===== src/rtl/ctp_pkg.sv =====
`timescale 1ns/1ps
package ctp_pkg;
   // configuration bit positions (software decodes these)
   localparam int CFG_MSB  = 10;
   localparam int B_RUN    = 0;
   localparam int B_UP     = 1;
   localparam int B_CNT    = 2;
   localparam int B_ONCE   = 3;
   localparam int B_EXT    = 4;
   localparam int B_INV    = 5;
   localparam int B_SEL_LO = 6;
   localparam int B_SYNC   = 8;
   localparam int B_GATE   = 9;
   localparam int B_EDGE   = 10;

   // register word addresses
   localparam int ADR_CFG_A  = 0;
   localparam int ADR_CFG_B  = 1;
   localparam int ADR_RUN_A  = 2;
   localparam int ADR_RUN_B  = 3;
   localparam int ADR_REL_A  = 4;
   localparam int ADR_REL_B  = 5;
   localparam int ADR_CNT_A  = 6;
   localparam int ADR_CNT_B  = 7;
   localparam int ADR_IEN    = 8;
   localparam int ADR_ICLR   = 9;
   localparam int ADR_IPEND  = 10;

   typedef enum logic [1:0] {
      EDGE_NONE = 2'b00,
      EDGE_RISE = 2'b01,
      EDGE_FALL = 2'b10,
      EDGE_BOTH = 2'b11
   } edge_sel_e;

   function automatic logic edge_pick(input logic [1:0] sel, input logic cur, input logic prev);
      case (edge_sel_e'(sel))
         EDGE_RISE: return cur & ~prev;
         EDGE_FALL: return ~cur & prev;
         EDGE_BOTH: return cur ^ prev;
         default:   return 1'b0;
      endcase
   endfunction
endpackage


===== src/rtl/ctp_input_cond.sv =====
`timescale 1ns/1ps
module ctp_input_cond import ctp_pkg::*; #(
   parameter int SYNC_LEN = 2
) (
   input  logic       clk,
   input  logic       rst_n,
   input  logic       pin_i,
   input  logic       inv_i,
   input  logic       sync_i,
   input  logic [1:0] sel_i,
   output logic       level_o,
   output logic       edge_o
);
   if (SYNC_LEN < 2) begin : g_bad_sync
      $error("SYNC_LEN must be at least 2");
   end

   logic                raw;
   logic [SYNC_LEN-1:0] sh_q;
   logic                prev_q;

   assign raw = pin_i ^ inv_i;

   for (genvar s = 0; s < SYNC_LEN; s++) begin : g_stage
      always_ff @(posedge clk or negedge rst_n) begin
         if (!rst_n)     sh_q[s] <= 1'b0;
         else if (s == 0) sh_q[s] <= raw;
         else            sh_q[s] <= sh_q[(s == 0) ? 0 : s-1];
      end
   end

   assign level_o = sync_i ? sh_q[SYNC_LEN-1] : raw;

   always_ff @(posedge clk or negedge rst_n) begin
      if (!rst_n) prev_q <= 1'b0;
      else        prev_q <= level_o;
   end

   assign edge_o = edge_pick(sel_i, level_o, prev_q);
endmodule


===== src/rtl/ctp_step_src.sv =====
`timescale 1ns/1ps
module ctp_step_src (
   input  logic cnt_mode_i,
   input  logic gate_i,
   input  logic edge_src_i,
   input  logic tick_i,
   input  logic level_i,
   input  logic edge_i,
   output logic step_o
);
   always_comb begin
      if (!cnt_mode_i) step_o = gate_i ? (tick_i & level_i) : tick_i;
      else             step_o = edge_src_i ? edge_i : level_i;
   end
endmodule


===== src/rtl/ctp_lane.sv =====
`timescale 1ns/1ps
module ctp_lane #(
   parameter int W = 16
) (
   input  logic         clk,
   input  logic         rst_n,
   input  logic         adv_i,
   input  logic         ld_i,
   input  logic [W-1:0] ld_val_i,
   input  logic         up_i,
   output logic [W-1:0] cnt_o,
   output logic         at_end_o
);
   if (W < 2) begin : g_bad_w
      $error("lane width must be at least 2");
   end

   localparam logic [W-1:0] ALL1 = '1;
   logic [W-1:0] cnt_q;

   always_ff @(posedge clk or negedge rst_n) begin
      if (!rst_n)     cnt_q <= '0;
      else if (ld_i)  cnt_q <= ld_val_i;
      else if (adv_i) cnt_q <= up_i ? cnt_q + 1'b1 : cnt_q - 1'b1;
   end

   assign cnt_o    = cnt_q;
   assign at_end_o = up_i ? (cnt_q == ALL1) : (cnt_q == '0);

   // a plain down step lowers the count by one
   a_r4_step_down: assert property (@(posedge clk) disable iff (!rst_n)
      (adv_i && !ld_i && !up_i && cnt_q != '0) |=> (cnt_q == $past(cnt_q) - 1'b1));

   // a plain up step raises the count by one
   a_r5_step_up: assert property (@(posedge clk) disable iff (!rst_n)
      (adv_i && !ld_i && up_i && cnt_q != ALL1) |=> (cnt_q == $past(cnt_q) + 1'b1));
endmodule


===== src/rtl/cascade_timer_pair.sv =====
`timescale 1ns/1ps
module cascade_timer_pair import ctp_pkg::*; #(
   parameter int CH_W     = 16,
   parameter int DW       = 32,
   parameter int AW       = 4,
   parameter int SYNC_LEN = 2
) (
   input  logic          clk,
   input  logic          rst_n,
   input  logic          mod_off_i,
   input  logic          tick_i,
   input  logic [1:0]    ext_i,
   input  logic          reg_we_i,
   input  logic [AW-1:0] reg_addr_i,
   input  logic [DW-1:0] reg_wdata_i,
   output logic [DW-1:0] reg_rdata_o,
   output logic [1:0]    irq_o
);
   localparam int NCH = 2;
   localparam int CW  = 2 * CH_W;
   localparam logic [CFG_MSB:1] B_WMASK = ~(CFG_MSB'(1) << (B_EXT - 1));

   if (CW > DW) begin : g_bad_dw
      $error("data width must hold the chained count");
   end
   if (AW < 4) begin : g_bad_aw
      $error("address width must reach eleven registers");
   end

   // register state
   logic [CFG_MSB:1] cfg_q [NCH];
   logic [NCH-1:0]   en_q;
   logic [DW-1:0]    rel_a_q;
   logic [CH_W-1:0]  rel_b_q;
   logic [NCH-1:0]   ien_q;
   logic [NCH-1:0]   pend_q;

   // per-channel datapath nets
   logic [NCH-1:0]  lvl, edg, src, step, ev, adv, ld, up, at_end;
   logic [NCH-1:0]  wr_cfg, wr_run, run_ld;
   logic [CH_W-1:0] cnt [NCH];
   logic [CH_W-1:0] ldv [NCH];
   logic            chain, term_a, wr_rel_a, wr_rel_b, wr_ien, wr_clr;

   assign chain = cfg_q[0][B_EXT];

   // write decode
   assign wr_cfg[0] = reg_we_i && (reg_addr_i == AW'(ADR_CFG_A));
   assign wr_cfg[1] = reg_we_i && (reg_addr_i == AW'(ADR_CFG_B));
   assign wr_run[0] = reg_we_i && (reg_addr_i == AW'(ADR_RUN_A));
   assign wr_run[1] = reg_we_i && (reg_addr_i == AW'(ADR_RUN_B)) && !chain;
   assign wr_rel_a  = reg_we_i && (reg_addr_i == AW'(ADR_REL_A));
   assign wr_rel_b  = reg_we_i && (reg_addr_i == AW'(ADR_REL_B));
   assign wr_ien    = reg_we_i && (reg_addr_i == AW'(ADR_IEN));
   assign wr_clr    = reg_we_i && (reg_addr_i == AW'(ADR_ICLR));

   for (genvar ch = 0; ch < NCH; ch++) begin : g_ch
      assign run_ld[ch] = wr_run[ch] & reg_wdata_i[0] & reg_wdata_i[2] & ~reg_wdata_i[1];

      ctp_input_cond #(.SYNC_LEN(SYNC_LEN)) u_cond (
         .clk     (clk),
         .rst_n   (rst_n),
         .pin_i   (ext_i[ch]),
         .inv_i   (cfg_q[ch][B_INV]),
         .sync_i  (cfg_q[ch][B_SYNC]),
         .sel_i   (cfg_q[ch][B_SEL_LO+1:B_SEL_LO]),
         .level_o (lvl[ch]),
         .edge_o  (edg[ch])
      );

      ctp_step_src u_src (
         .cnt_mode_i (cfg_q[ch][B_CNT]),
         .gate_i     (cfg_q[ch][B_GATE]),
         .edge_src_i (cfg_q[ch][B_EDGE]),
         .tick_i     (tick_i),
         .level_i    (lvl[ch]),
         .edge_i     (edg[ch]),
         .step_o     (src[ch])
      );

      ctp_lane #(.W(CH_W)) u_lane (
         .clk      (clk),
         .rst_n    (rst_n),
         .adv_i    (adv[ch]),
         .ld_i     (ld[ch]),
         .ld_val_i (ldv[ch]),
         .up_i     (up[ch]),
         .cnt_o    (cnt[ch]),
         .at_end_o (at_end[ch])
      );
   end

   // step, event and chaining
   always_comb begin
      step[0] = en_q[0] & src[0] & ~mod_off_i;
      step[1] = ~chain & en_q[1] & src[1] & ~mod_off_i;
      up[0]   = cfg_q[0][B_UP];
      up[1]   = chain ? cfg_q[0][B_UP] : cfg_q[1][B_UP];
      term_a  = chain ? (at_end[0] & at_end[1]) : at_end[0];
      ev[0]   = step[0] & term_a;
      ev[1]   = step[1] & at_end[1];
      adv[0]  = step[0] & ~ev[0];
      ld[0]   = ev[0] | run_ld[0];
      adv[1]  = chain ? (adv[0] & at_end[0]) : (step[1] & ~ev[1]);
      ld[1]   = chain ? ld[0] : (ev[1] | run_ld[1]);
      ldv[0]  = rel_a_q[CH_W-1:0];
      ldv[1]  = chain ? rel_a_q[CW-1:CH_W] : rel_b_q;
   end

   // register file
   always_ff @(posedge clk or negedge rst_n) begin
      if (!rst_n) begin
         for (int ch = 0; ch < NCH; ch++) cfg_q[ch] <= '0;
         en_q    <= '0;
         rel_a_q <= '0;
         rel_b_q <= '0;
         ien_q   <= '0;
         pend_q  <= '0;
      end else begin
         for (int ch = 0; ch < NCH; ch++) begin
            if (wr_cfg[ch])
               cfg_q[ch] <= reg_wdata_i[CFG_MSB:1] & ((ch == 0) ? {CFG_MSB{1'b1}} : B_WMASK);
            if (wr_run[ch] && (reg_wdata_i[0] || reg_wdata_i[1]))
               en_q[ch] <= ~reg_wdata_i[1];
            else if (ev[ch] && cfg_q[ch][B_ONCE])
               en_q[ch] <= 1'b0;
         end
         if (wr_rel_a) rel_a_q <= reg_wdata_i;
         if (wr_rel_b) rel_b_q <= reg_wdata_i[CH_W-1:0];
         if (wr_ien)   ien_q   <= reg_wdata_i[NCH-1:0];
         pend_q <= (pend_q & ~(wr_clr ? reg_wdata_i[NCH-1:0] : '0)) | ev;
      end
   end

   // read mux
   always_comb begin
      reg_rdata_o = '0;
      case (reg_addr_i)
         AW'(ADR_CFG_A): reg_rdata_o = DW'({cfg_q[0], en_q[0]});
         AW'(ADR_CFG_B): reg_rdata_o = DW'({cfg_q[1], en_q[1]});
         AW'(ADR_REL_A): reg_rdata_o = rel_a_q;
         AW'(ADR_REL_B): reg_rdata_o = DW'(rel_b_q);
         AW'(ADR_CNT_A): reg_rdata_o = chain ? DW'({cnt[1], cnt[0]}) : DW'(cnt[0]);
         AW'(ADR_CNT_B): reg_rdata_o = DW'(cnt[1]);
         AW'(ADR_IEN):   reg_rdata_o = DW'(ien_q);
         AW'(ADR_IPEND): reg_rdata_o = DW'(pend_q);
         default:        reg_rdata_o = '0;
      endcase
   end

   assign irq_o = pend_q & ien_q & {NCH{~mod_off_i}};

   // a stop command always leaves channel A halted
   a_r3_stop_wins: assert property (@(posedge clk) disable iff (!rst_n)
      (wr_run[0] && reg_wdata_i[1]) |=> !en_q[0]);

   // a one-shot event halts the channel unless a command overrides it
   a_r6_once_halts: assert property (@(posedge clk) disable iff (!rst_n)
      (ev[0] && cfg_q[0][B_ONCE] && !wr_run[0]) |=> !en_q[0]);

   // a clear with no simultaneous event drops the pending flag
   a_r11_clear_drops: assert property (@(posedge clk) disable iff (!rst_n)
      (wr_clr && reg_wdata_i[0] && !ev[0]) |=> !pend_q[0]);

   // module-off freezes the counts
   a_r12_off_freezes: assert property (@(posedge clk) disable iff (!rst_n)
      (mod_off_i && !reg_we_i) |=> ($stable(cnt[0]) && $stable(cnt[1])));
endmodule


===== config.mk =====
export PLATFORM = sky130hd
export DESIGN_NAME = cascade_timer_pair
export DESIGN_NICKNAME = d
export VERILOG_FILES = /design/src/rtl/ctp_pkg.sv /design/src/rtl/ctp_input_cond.sv /design/src/rtl/ctp_step_src.sv /design/src/rtl/ctp_lane.sv /design/src/rtl/cascade_timer_pair.sv
export SDC_FILE = /design/constraint.sdc
export NUM_CORES = 1
export LEC_CHECK = 0
export BUFFER_PORTS_ARGS = -buffer_cell sky130_fd_sc_hd__buf_2
export CORE_MARGIN = 5
export CORE_UTILIZATION = 50
export DETAILED_ROUTE_END_ITERATION = 12
export PLACE_DENSITY = 0.8
export SYNTH_ARGS = -nofsm -noshare
export SYNTH_HDL_FRONTEND = slang
export SYNTH_SLANG_ARGS = --single-unit

===== constraint.sdc =====
create_clock -name clk -period 3.5 [get_ports clk]
set_input_delay 0.525 -clock clk [delete_from_list [all_inputs] [get_ports clk]]
set_output_delay 0.525 -clock clk [all_outputs]
set_load 0.005 [all_outputs]

==> impl_metrics.py, run 1 <==
metrics = {
    "timing": {
        "grt_setup_unrepaired": "false",
        "slew_headroom_pct": 16.6,
        "fmax_ghz": 0.308,
        "fin_tns_setup_ns": 0,
        "setup_violations": 0,
        "slew_viol_final": 0,
        "hold_violations": 0,
        "fin_crit_ns": 3.25,
        "worstMarginPinSlew_ns": 1.25,
        "fin_hold_ws_ns": 0.219,
        "fin_ws_ns": 0.248,
        "fin_worst_skew_ns": 0.00946,
        "period_share_pct": 92.9,
    },
    "drt": {
        "drtPass1Iterations": 7,
        "drtAntennaViolNets": 0,
        "drc": 0,
        "dr.first_iter.drc_count": 648,
        "via_per_inst": 6.58,
        "wire_per_inst_um": 21.8,
        "vias": 6386,
        "routed_wl_um": 21200,
    },
    "die": {
        "initial_core_util_pct": 51.0,
        "fp.dieArea_um2": 16700,
        "ios": 77,
        "dieWidth_um": 129,
        "die_h_um": 129,
        "fp-row-count": 43,
        "coreArea_um2": 13900,
    },
    "pwr": {
        "power.total_mw": 6.40,
        "total_leakage_power_nw": 3.58,
        "power.internal_mw": 3.60,
        "combPwrFrac_pct": 48.2,
        "seq_power_share_pct": 35.7,
        "pwr-share-clk_pct": 16.1,
        "ir_worst_vdd_v": 0.000358,
        "swShare_pct": 43.8,
        "power_density_nw_per_um2": 800,
        "p_switching_mw": 2.81,
    },
    "critical_path": {
        "rr_startpoint": "cfg_q[13]",
        "crit_type": "register to register",
        "crit_arrival_ns": 3.53,
        "crit_path_top_delay_cell": "a311oi_1",
        "reg2regPathDepth": 11,
        "path_max_fanout": 11,
        "start_kind": "register",
        "end_kind": "register",
        "timing.rr.end": "g_ch[1].u_lane.cnt_o[15]",
        "cp_slowest_stage_delay_ns": 0.44,
        "worst_ep_required_time_ns": 3.78,
        "crit_chain": "mux2_2 -> inv_1 -> buf_4 -> ha_1 -> nand3_1 -> o211ai_1 -> a311oi_1 -> a21o_1 -> a211oi_1 -> or3_1 -> a31oi_1",
        "rrSetupSlack_ns": 0.25,
    },
    "finish": {
        "final_net_count": 859,
        "num_antenna_cells": 0,
        "drive_above_1_share_pct": 25.3,
        "regArea_um2": 2780,
        "syn2layout_area_growth_pct": 12.6,
        "final_cells": 971,
        "layout_commonest_cell": "dfrtp_1",
        "mostFrequentLayoutCells": "dfrtp_1, buf_2, mux2_2",
        "fillers": 1233,
        "multi_input_area_um2": 4150,
    },
    "placed_design": {
        "pre_cts_slack_ns": 0.290,
        "gp_routability_congestion": 0.934,
        "io_buffers": 76,
        "post-dp-hpwl_um": 15400,
        "dp.cells": 955,
    },
    "outcome": {
        "status": "finished clean",
    },
    "synthesis": {
        "synth.avg_cell_area_um2": 9.91,
        "ys_seq_elements": 111,
        "synth_cell_types": 58,
        "syn-num-nets": 790,
        "synth-edff-count": 0,
        "netlist_instances": 717,
        "seq_area_frac_synth_pct": 39.1,
        "yosys_most_used_dff": "dfrtp_1",
        "ys.warnings.count": 0,
        "synth_area_um2": 7110,
        "async_flop_share_pct": 100,
    },
    "global_routing": {
        "grt_max_degree": 58,
        "first_global_vias": 6145,
        "grt_pass1_wl_um": 33900,
        "antenna_found_initial": 0,
        "overflow": 0,
        "grt_util_all_layers_pct": 25.8,
    },
    "clock_tree": {
        "cts_setup_buffers": 0,
        "numCtsBuffers": 9,
        "cts_buffer_depth": 2,
        "clk-insertion-delay-late_ns": 0.36,
        "clk_pin_slew_worst_paths_ns": 0.08,
        "htree_levels": 3,
        "root_buffer": "clkbuf_16",
        "cts_resized": 0,
        "ctsHoldBuffers": 0,
        "cts_tree": "built",
        "clock-sinks": 111,
    },
    "job": {
        "cap_violations": 0,
    },
    "worst_hold_path": {
        "hold_class": "input port to async pin",
    },
}
## cell usage after synthesis (4+ instances only)
cell type  instances  area [um^2]
nor4_1            14         87.6
nand4_1           10         62.6
a31oi_1           18          113
a22oi_1           40          300
clkbuf_1          23         86.3
mux2_2            74          833
xnor2_1           13          114
nand2_1           67          251
a21o_1            14          105
nor3_1            14         70.1
nand2b_1           7         43.8
a22o_1            18          158
nor2b_1           17          106
or3_1              6         37.5
nor2_1            21         78.8
and2_1             5         31.3
inv_1             15         56.3
a211oi_1          17          128
mux2i_1           12          120
o211ai_1           5         37.5
a211oi_2           6         75.1
buf_2              4         20.0
ha_1              28          350
a211o_1            4         35.0
dfrtp_1          111         2780
nand3b_1           4         30.0
a21oi_1           36          180
nand3_1           26          130
o21ai_0           23          115
or2_2              5         31.3
xor2_1             8         70.1
## flip-flops by register name (all words and copies together) (netlist names)
| signal | count |
|---|---|
| pend_q | 2 |
| rel_a_q | 32 |
| rel_b_q | 16 |
| cfg_q | 19 |
| g_ch.u_cond.prev_q | 2 |
| g_ch.u_cond.sh_q | 4 |
| en_q | 2 |
| g_ch.u_lane.cnt_o | 32 |
| ien_q | 2 |
## through the flow
| step | util (%) | cell area [um^2] |
|---|---|---|
| after floorplan | - | 7110 |
| after global placement | 55.3 | 7710 |
| after detailed placement | 55.3 | 7710 |
| after CTS | 57.4 | 8000 |
| after global routing | 57.4 | 8000 |
| final | 57.4 | 8000 |
## how the worst max path moves through the flow
stage | startpoint | endpoint | cells past startpoint
after floorplan | cfg_q[10] | g_ch[1].u_lane.cnt_o[15] | 11
after global placement | cfg_q[10] | g_ch[0].u_lane.cnt_o[14] | 10
after detailed placement | ext_i[0] | g_ch[0].u_lane.cnt_o[1] | 8
after CTS | cfg_q[10] | g_ch[0].u_lane.cnt_o[14] | 10
after global routing | cfg_q[10] | g_ch[0].u_lane.cnt_o[14] | 10
final | cfg_q[13] | g_ch[1].u_lane.cnt_o[15] | 11
## metal layers
metal / up-vias / GRT usage [%] / routed length, um
met2: 362 / 39.0 / 9440
met5: - / 0 / 0
met1: 3078 / 36.7 / 9090
li1: 2884 / - / -
met3: 62 / 5.11 / 1860
met4: 0 / 10.2 / 786
## cell families (layout without fill, tap and decap cells)
family / Yosys count / count (layout) / share of synthesized area [%]
simple gates: 206 / 206 / 14.7
flops: 111 / 111 / 39.1
buf+inv: 47 / 121 / 2.76
xor+xnor: 21 / 21 / 2.59
fa+ha+maj: 30 / 30 / 5.49
mux: 88 / 88 / 13.8
compound gates: 214 / 214 / 21.6
## worst max-delay path, delay by kind of cell (launching register included)
family | cells | cell delay, ns
simple gates | 2 | 0.48
mux | 1 | 0.40
fa+ha+maj | 1 | 0.29
compound gates | 5 | 1.07
buf+inv | 2 | 0.59
flops | 1 | 0.37
## final cells by class
cell class	count	area share, %
timing repair buffer	90	6.25
tap	180	2.81
multi-input combinational	559	51.9
sequential	111	34.7
clock buffer	10	2.99
clock inverter	6	0.657
inverter	15	0.704
## power groups by stage
stage                     logic [mW]  registers (mW)  clock network [mW]
after floorplan                 2.41            2.02                   0
after global placement          2.95            2.27                   0
after detailed placement        3.02            2.28                   0
after CTS                       3.05            2.27                1.04
after global routing            3.44            2.33                1.08
final                           3.09            2.29                1.03
Note: power is estimated with default switching activity, not from simulation.
==> run 2: changes to the inputs <==
--- a/config.mk
+++ b/config.mk
@@ -9,7 +9,8 @@
 export CORE_MARGIN = 5
 export CORE_UTILIZATION = 50
 export DETAILED_ROUTE_END_ITERATION = 12
-export PLACE_DENSITY = 0.8
+export PLACE_DENSITY = 0.82
 export SYNTH_ARGS = -nofsm -noshare
 export SYNTH_HDL_FRONTEND = slang
+export SYNTH_HIERARCHICAL = 1
 export SYNTH_SLANG_ARGS = --single-unit
==> constraint.sdc (replaced) <==
create_clock -name clk -period 2.9 [get_ports clk]
set_input_delay 0.435 -clock clk [delete_from_list [all_inputs] [get_ports clk]]
set_output_delay 0.435 -clock clk [all_outputs]
set_load 0.005 [all_outputs]
==> impl_metrics.py, run 2 <==
metrics = {
    "synthesis": {
        "seq_area_frac_synth_pct": 35.8,
        "synth_area_leaders": "dfrtp_1, mux2_2, ha_1",
        "synthMuxAreaShare_pct": 18.9,
        "ys_seq_elements": 111,
        "ys.warnings.count": 6,
        "synth_cell_types": 71,
        "yosys.area_share.xor_xnor_pct": 2.26,
        "synth_top_family_by_area": "compound AO/OA/AOI/OAI gates",
        "netlist_top_cells_count": "dfrtp_1, mux2_2, nand2_1",
        "yosys_most_used_dff": "dfrtp_1",
        "netlist_instances": 745,
        "synth_top_area_cell": "dfrtp_1",
        "synth.most_common_cell": "dfrtp_1",
        "synth.avg_cell_area_um2": 10.4,
        "synth_compound_area_share_pct": 19.1,
        "synth-edff-count": 0,
        "synth_top_cell_area_share_pct": 35.8,
        "async_flop_share_pct": 100,
        "synth-simple-area-share_pct": 14.4,
        "synth_area_um2": 7760,
        "synth_fa_ha_area_share_pct": 5.67,
        "syn-num-nets": 822,
    },
    "global_routing": {
        "antenna_found_initial": 0,
        "grt_util_all_layers_pct": 25.2,
        "overflow": 0,
        "grt_max_degree": 59,
        "first_global_vias": 6765,
        "grt_pass1_wl_um": 36100,
    },
    "finish": {
        "final_net_count": 948,
        "mostFrequentLayoutCells": "dfrtp_1, mux2_2, buf_2",
        "final_cells": 1064,
        "fillers": 1176,
        "syn2layout_area_growth_pct": 20.6,
        "drive_above_1_share_pct": 39.8,
        "num_antenna_cells": 0,
        "layout_commonest_cell": "dfrtp_1",
    },
    "timing": {
        "grt_setup_unrepaired": "true",
        "fmax_ghz": 0.313,
        "fin_worst_skew_ns": 0.00995,
        "hold_violations": 0,
        "slew_viol_final": 0,
        "fin_ws_ns": -0.293,
        "period_share_pct": 110,
        "worstMarginPinSlew_ns": 0.768,
        "slew_headroom_pct": 48.8,
        "setup_violations": 22,
        "fin_crit_ns": 3.19,
        "fin_hold_ws_ns": 0.117,
        "fin_tns_setup_ns": -2.70,
    },
    "clock_tree": {
        "ctsHoldBuffers": 0,
        "cts_buffer_depth": 2,
        "numCtsBuffers": 9,
        "clock-sinks": 111,
        "clk_pin_slew_worst_paths_ns": 0.08,
        "root_buffer": "clkbuf_16",
        "clk-insertion-delay-late_ns": 0.37,
        "cts_tree": "built",
        "htree_levels": 3,
    },
    "pwr": {
        "seq_power_share_pct": 29.7,
        "total_leakage_power_nw": 4.09,
        "power_density_nw_per_um2": 939,
        "swShare_pct": 44.4,
        "p_switching_mw": 3.90,
        "power.internal_mw": 4.89,
        "combPwrFrac_pct": 55.8,
        "ir_worst_vdd_v": 0.000564,
        "pwr-share-clk_pct": 14.5,
    },
    "drt": {
        "dr.first_iter.drc_count": 644,
        "vias": 6830,
        "drc": 0,
        "routed_wl_um": 23100,
        "drtPass1Iterations": 5,
        "via_per_inst": 6.42,
        "drtAntennaViolNets": 0,
        "wire_per_inst_um": 21.7,
    },
    "placed_design": {
        "post-dp-hpwl_um": 16700,
        "pre_cts_slack_ns": -0.333,
        "gp_routability_congestion": 0.934,
        "dp.cells": 1033,
        "io_buffers": 76,
    },
    "outcome": {
        "failed_checks": "negative setup slack",
        "status": "complete, but fails checks",
    },
    "critical_path": {
        "timing.rr.end": "g_ch[1].u_lane/cnt_o[15]",
        "end_kind": "register",
        "reg2regPathDepth": 17,
        "rrSetupSlack_ns": -0.29,
        "crit_type": "register to register",
        "worst_ep_required_time_ns": 3.17,
        "crit_arrival_ns": 3.46,
        "start_kind": "register",
        "path_max_fanout": 3,
        "rr_startpoint": "cfg_q[4]",
    },
    "die": {
        "coreArea_um2": 15200,
        "fp.dieArea_um2": 18100,
        "initial_core_util_pct": 51.1,
        "dieWidth_um": 135,
        "fp-row-count": 45,
        "ios": 77,
        "die_h_um": 135,
    },
    "job": {
        "cap_violations": 0,
    },
    "worst_hold_path": {
        "hold_class": "input port to async pin",
    },
}
## run 2: cells by family after synthesis
group,Yosys count
muxes,126
buffers and inverters,59
DFF,111
and+or+nand+nor,202
adders and majority gates,34
xor gates and xnor gates,20
AOI/OAI and AO/OA,193
## run 2: power groups by stage
stage | clock, mW | sequential (mW) | combinational, mW
after floorplan | 0 | 2.41 | 3.43
after global placement | 0 | 2.56 | 4.39
after detailed placement | 0 | 2.59 | 4.49
after CTS | 1.27 | 2.57 | 4.66
after global routing | 1.35 | 2.67 | 5.33
final | 1.27 | 2.62 | 4.90
## run 2: what timing repair did
action / 4_1_cts / 5_1_grt
cloned: 0 / 0
endpoints found under the setup margin: 27 / 29
gates resized for setup: 48 / 37
pin swaps: 28 / 31
buffers inserted: 12 / 8
## run 2: critical path: stages, from the launching register on
cell	delay, ns
dfrtp_1	0.41
xor2_1	0.18
mux2i_1	0.22
ha_1	0.29
nor2b_1	0.15
o21ai_1	0.07
o21ai_1	0.09
o22ai_1	0.10
nor2_1	0.11
nand3b_1	0.18
nor2_4	0.20
a41oi_2	0.05
nor2_2	0.16
inv_2	0.07
or3_4	0.38
a21oi_4	0.15
a21oi_2	0.04
o211ai_1	0.23
## run 2: final cells by class
| type | instances | area [um^2] | area share [%] |
|---|---|---|---|
| tap | 188 | 235 | 2.51 |
| sequential | 111 | 2780 | 29.7 |
| clock inverter | 5 | 58.8 | 0.628 |
| timing repair buffer | 149 | 1020 | 10.9 |
| clock buffer | 11 | 233 | 2.49 |
| multi-input combinational | 575 | 4930 | 52.7 |
| inverter | 25 | 98.8 | 1.06 |
## run 2: worst max path at each step
stage          startpoint                  endpoint  slack [ns]
6_report         cfg_q[4]  g_ch[1].u_lane/cnt_o[15]       -0.29
5_1_grt          cfg_q[4]  g_ch[1].u_lane/cnt_o[12]       -0.41
4_1_cts         cfg_q[14]  g_ch[1].u_lane/cnt_o[15]       -0.20
3_5_place_dp     ext_i[0]  g_ch[1].u_lane/cnt_o[12]       -0.33
3_3_place_gp     ext_i[0]  g_ch[0].u_lane/cnt_o[13]       -0.27
2_1_floorplan    ext_i[0]  g_ch[1].u_lane/cnt_o[13]       0.007
## run 2: metrics by stage
step / power, mW / util [%] / area (um^2)
4_1_cts: 8.50 / 60.5 / 9200
6_report: 8.79 / 61.6 / 9360
2_1_floorplan: 5.84 / - / 7790
5_1_grt: 9.34 / 61.6 / 9360
3_5_place_dp: 7.09 / 57.0 / 8660
3_3_place_gp: 6.95 / 57.0 / 8660
## run 2: routing by layer
metal  wire length (um)  share of wire, %  global-route usage [%]
met1               9220                40                    32.4
met2              11500                50                    41.9
met3               1300               5.6                    3.61
met4               1060               4.6                    12.4
met5                  0                 0                       0
==> run 3: changes to the inputs <==
--- a/config.mk
+++ b/config.mk
@@ -10,6 +10,7 @@
 export CORE_UTILIZATION = 50
 export DETAILED_ROUTE_END_ITERATION = 12
 export PLACE_DENSITY = 0.82
+export RECOVER_POWER = 50
 export SYNTH_ARGS = -nofsm -noshare
 export SYNTH_HDL_FRONTEND = slang
 export SYNTH_HIERARCHICAL = 1
==> impl_metrics.py, run 3 (synthesized netlist as in run 2, its figures left out) <==
metrics = {
    "drt": {
        "vias": 6833,
        "wire_per_inst_um": 21.7,
        "drtPass1Iterations": 8,
        "drc": 0,
        "dr.first_iter.drc_count": 600,
        "via_per_inst": 6.42,
        "routed_wl_um": 23100,
        "drtAntennaViolNets": 0,
    },
    "finish": {
        "num_antenna_cells": 0,
        "final_net_count": 948,
        "fillers": 1180,
        "layout_commonest_cell": "dfrtp_1",
        "mostFrequentLayoutCells": "dfrtp_1, mux2_2, buf_2",
        "drive_above_1_share_pct": 39.6,
        "syn2layout_area_growth_pct": 20.4,
        "final_cells": 1064,
    },
    "timing": {
        "fmax_ghz": 0.313,
        "hold_violations": 0,
        "slew_viol_final": 59,
        "period_share_pct": 110,
        "fin_ws_ns": -0.293,
        "fin_worst_skew_ns": 0.0113,
        "fin_hold_ws_ns": 0.264,
        "setup_violations": 21,
        "fin_crit_ns": 3.19,
        "grt_setup_unrepaired": "true",
        "slew_headroom_pct": -1.44,
        "worstMarginPinSlew_ns": 1.52,
    },
    "outcome": {
        "status": "complete, but fails checks",
        "failed_checks": "max-capacitance violations, max-slew violations, negative setup slack",
    },
    "critical_path": {
        "crit_chain": "xor2_1 -> mux2i_1 -> ha_1 -> nor2b_1 -> o21ai_1 -> o21ai_1 -> o22ai_1 -> nor2_1 -> nand3b_1 -> nor2_4 -> a41oi_2 -> nor2_2 -> inv_2 -> or3_4 -> a21oi_4 -> a21oi_2 -> o211ai_1",
        "start_kind": "register",
        "timing.rr.end": "g_ch[1].u_lane/cnt_o[15]",
        "rrSetupSlack_ns": -0.29,
        "crit_type": "register to register",
        "reg2regPathDepth": 17,
        "crit_path_top_delay_cell": "dfrtp_1",
        "cp_slowest_stage_delay_ns": 0.41,
        "path_common_cell": "o21ai_1",
        "path_max_fanout": 3,
        "rr_startpoint": "cfg_q[4]",
        "crit_arrival_ns": 3.46,
        "end_kind": "register",
        "worst_ep_required_time_ns": 3.16,
    },
    "job": {
        "cap_violations": 1,
    },
    "clock_tree": {
        "htree_levels": 3,
        "clk-insertion-delay-late_ns": 0.37,
        "clock-sinks": 111,
        "clk_pin_slew_worst_paths_ns": 0.07,
        "cts_tree": "built",
        "cts_buffer_depth": 2,
        "root_buffer": "clkbuf_16",
        "ctsHoldBuffers": 0,
        "numCtsBuffers": 9,
    },
    "placed_design": {
        "gp_routability_congestion": 0.934,
        "io_buffers": 76,
        "dp.cells": 1033,
        "post-dp-hpwl_um": 16700,
    },
    "pwr": {
        "ir_worst_vdd_v": 0.000568,
        "total_leakage_power_nw": 4.08,
        "power_density_nw_per_um2": 940,
        "power.total_mw": 8.79,
    },
    "global_routing": {
        "grt_pass1_wl_um": 36100,
        "overflow": 0,
        "antenna_found_initial": 0,
        "first_global_vias": 6765,
        "grt_max_degree": 59,
        "grt_util_all_layers_pct": 25.2,
    },
    "die": {
        "ios": 77,
        "fp-row-count": 45,
        "fp.dieArea_um2": 18100,
        "initial_core_util_pct": 51.1,
        "die_h_um": 135,
        "dieWidth_um": 135,
        "coreArea_um2": 15200,
    },
    "worst_hold_path": {
        "min_path_cells": 2,
        "hold_class": "input port to register",
        "holdPathEnd": "g_ch[0].u_cond/sh_q[0]",
        "hold_start": "ext_i[0]",
    },
}
==> run 3: timing repair <==
action | 4_1_cts | 5_1_grt
pin swaps | 28 | 31
buffers inserted | 12 | 8
endpoints found under the setup margin | 27 | 29
resized for setup | 48 | 37
==> run 3: stage by stage <==
stage	setup WS [ns]	utilization, %	TNS, ns	area [um^2]
6_report	-0.293	61.5	-2.65	9350
3_3_place_gp	-0.271	57.0	-2.65	8660
5_1_grt	-0.414	61.5	-6.34	9350
2_1_floorplan	0.00708	-	0	7790
3_5_place_dp	-0.333	57.0	-5.11	8660
4_1_cts	-0.201	60.5	-1.38	9200
==> run 3: per-layer routing <==
layer  part of all wire [%]  global-route usage (%)
met1                     40                    32.4
met2                     50                    41.9
met3                    5.8                    3.61
met4                    4.5                    12.4
met5                      0                       0
==> run 3: how the worst max path moves through the flow <==
stage,start,endpoint,slack (ns),cells after the start
finish,cfg_q[4],g_ch[1].u_lane/cnt_o[15],-0.29,17
detailed placement,ext_i[0],g_ch[1].u_lane/cnt_o[12],-0.33,17
CTS,cfg_q[14],g_ch[1].u_lane/cnt_o[15],-0.20,17
global placement,ext_i[0],g_ch[0].u_lane/cnt_o[13],-0.27,17
floorplan,ext_i[0],g_ch[1].u_lane/cnt_o[13],0.007,16
global route,cfg_q[4],g_ch[1].u_lane/cnt_o[12],-0.41,16
==> run 3: cell type report <==
cell class	count	area (um^2)	share of cell area, %
Clock inverter	5	58.8	0.629
Sequential cell	111	2780	29.7
Timing Repair Buffer	149	1010	10.8
Inverter	25	98.8	1.06
Clock buffer	11	233	2.49
Tap cell	188	235	2.52
Multi-Input combinational cell	575	4930	52.8
==> run 3: where the power goes <==
group          internal [mW]  switching (mW)
registers               2.01           0.601
clock network          0.672           0.599
logic                   2.21            2.70
total                   4.89            3.90
==> run 3: worst max-delay path: cells and delay by family (launching register included) <==
kind | cells | cell delay [ns]
adders and majority gates | 1 | 0.29
buffers and inverters | 1 | 0.08
xor gates and xnor gates | 1 | 0.18
DFF | 1 | 0.41
muxes | 1 | 0.22
AOI/OAI and AO/OA | 7 | 0.74
and+or+nand+nor | 6 | 1.16
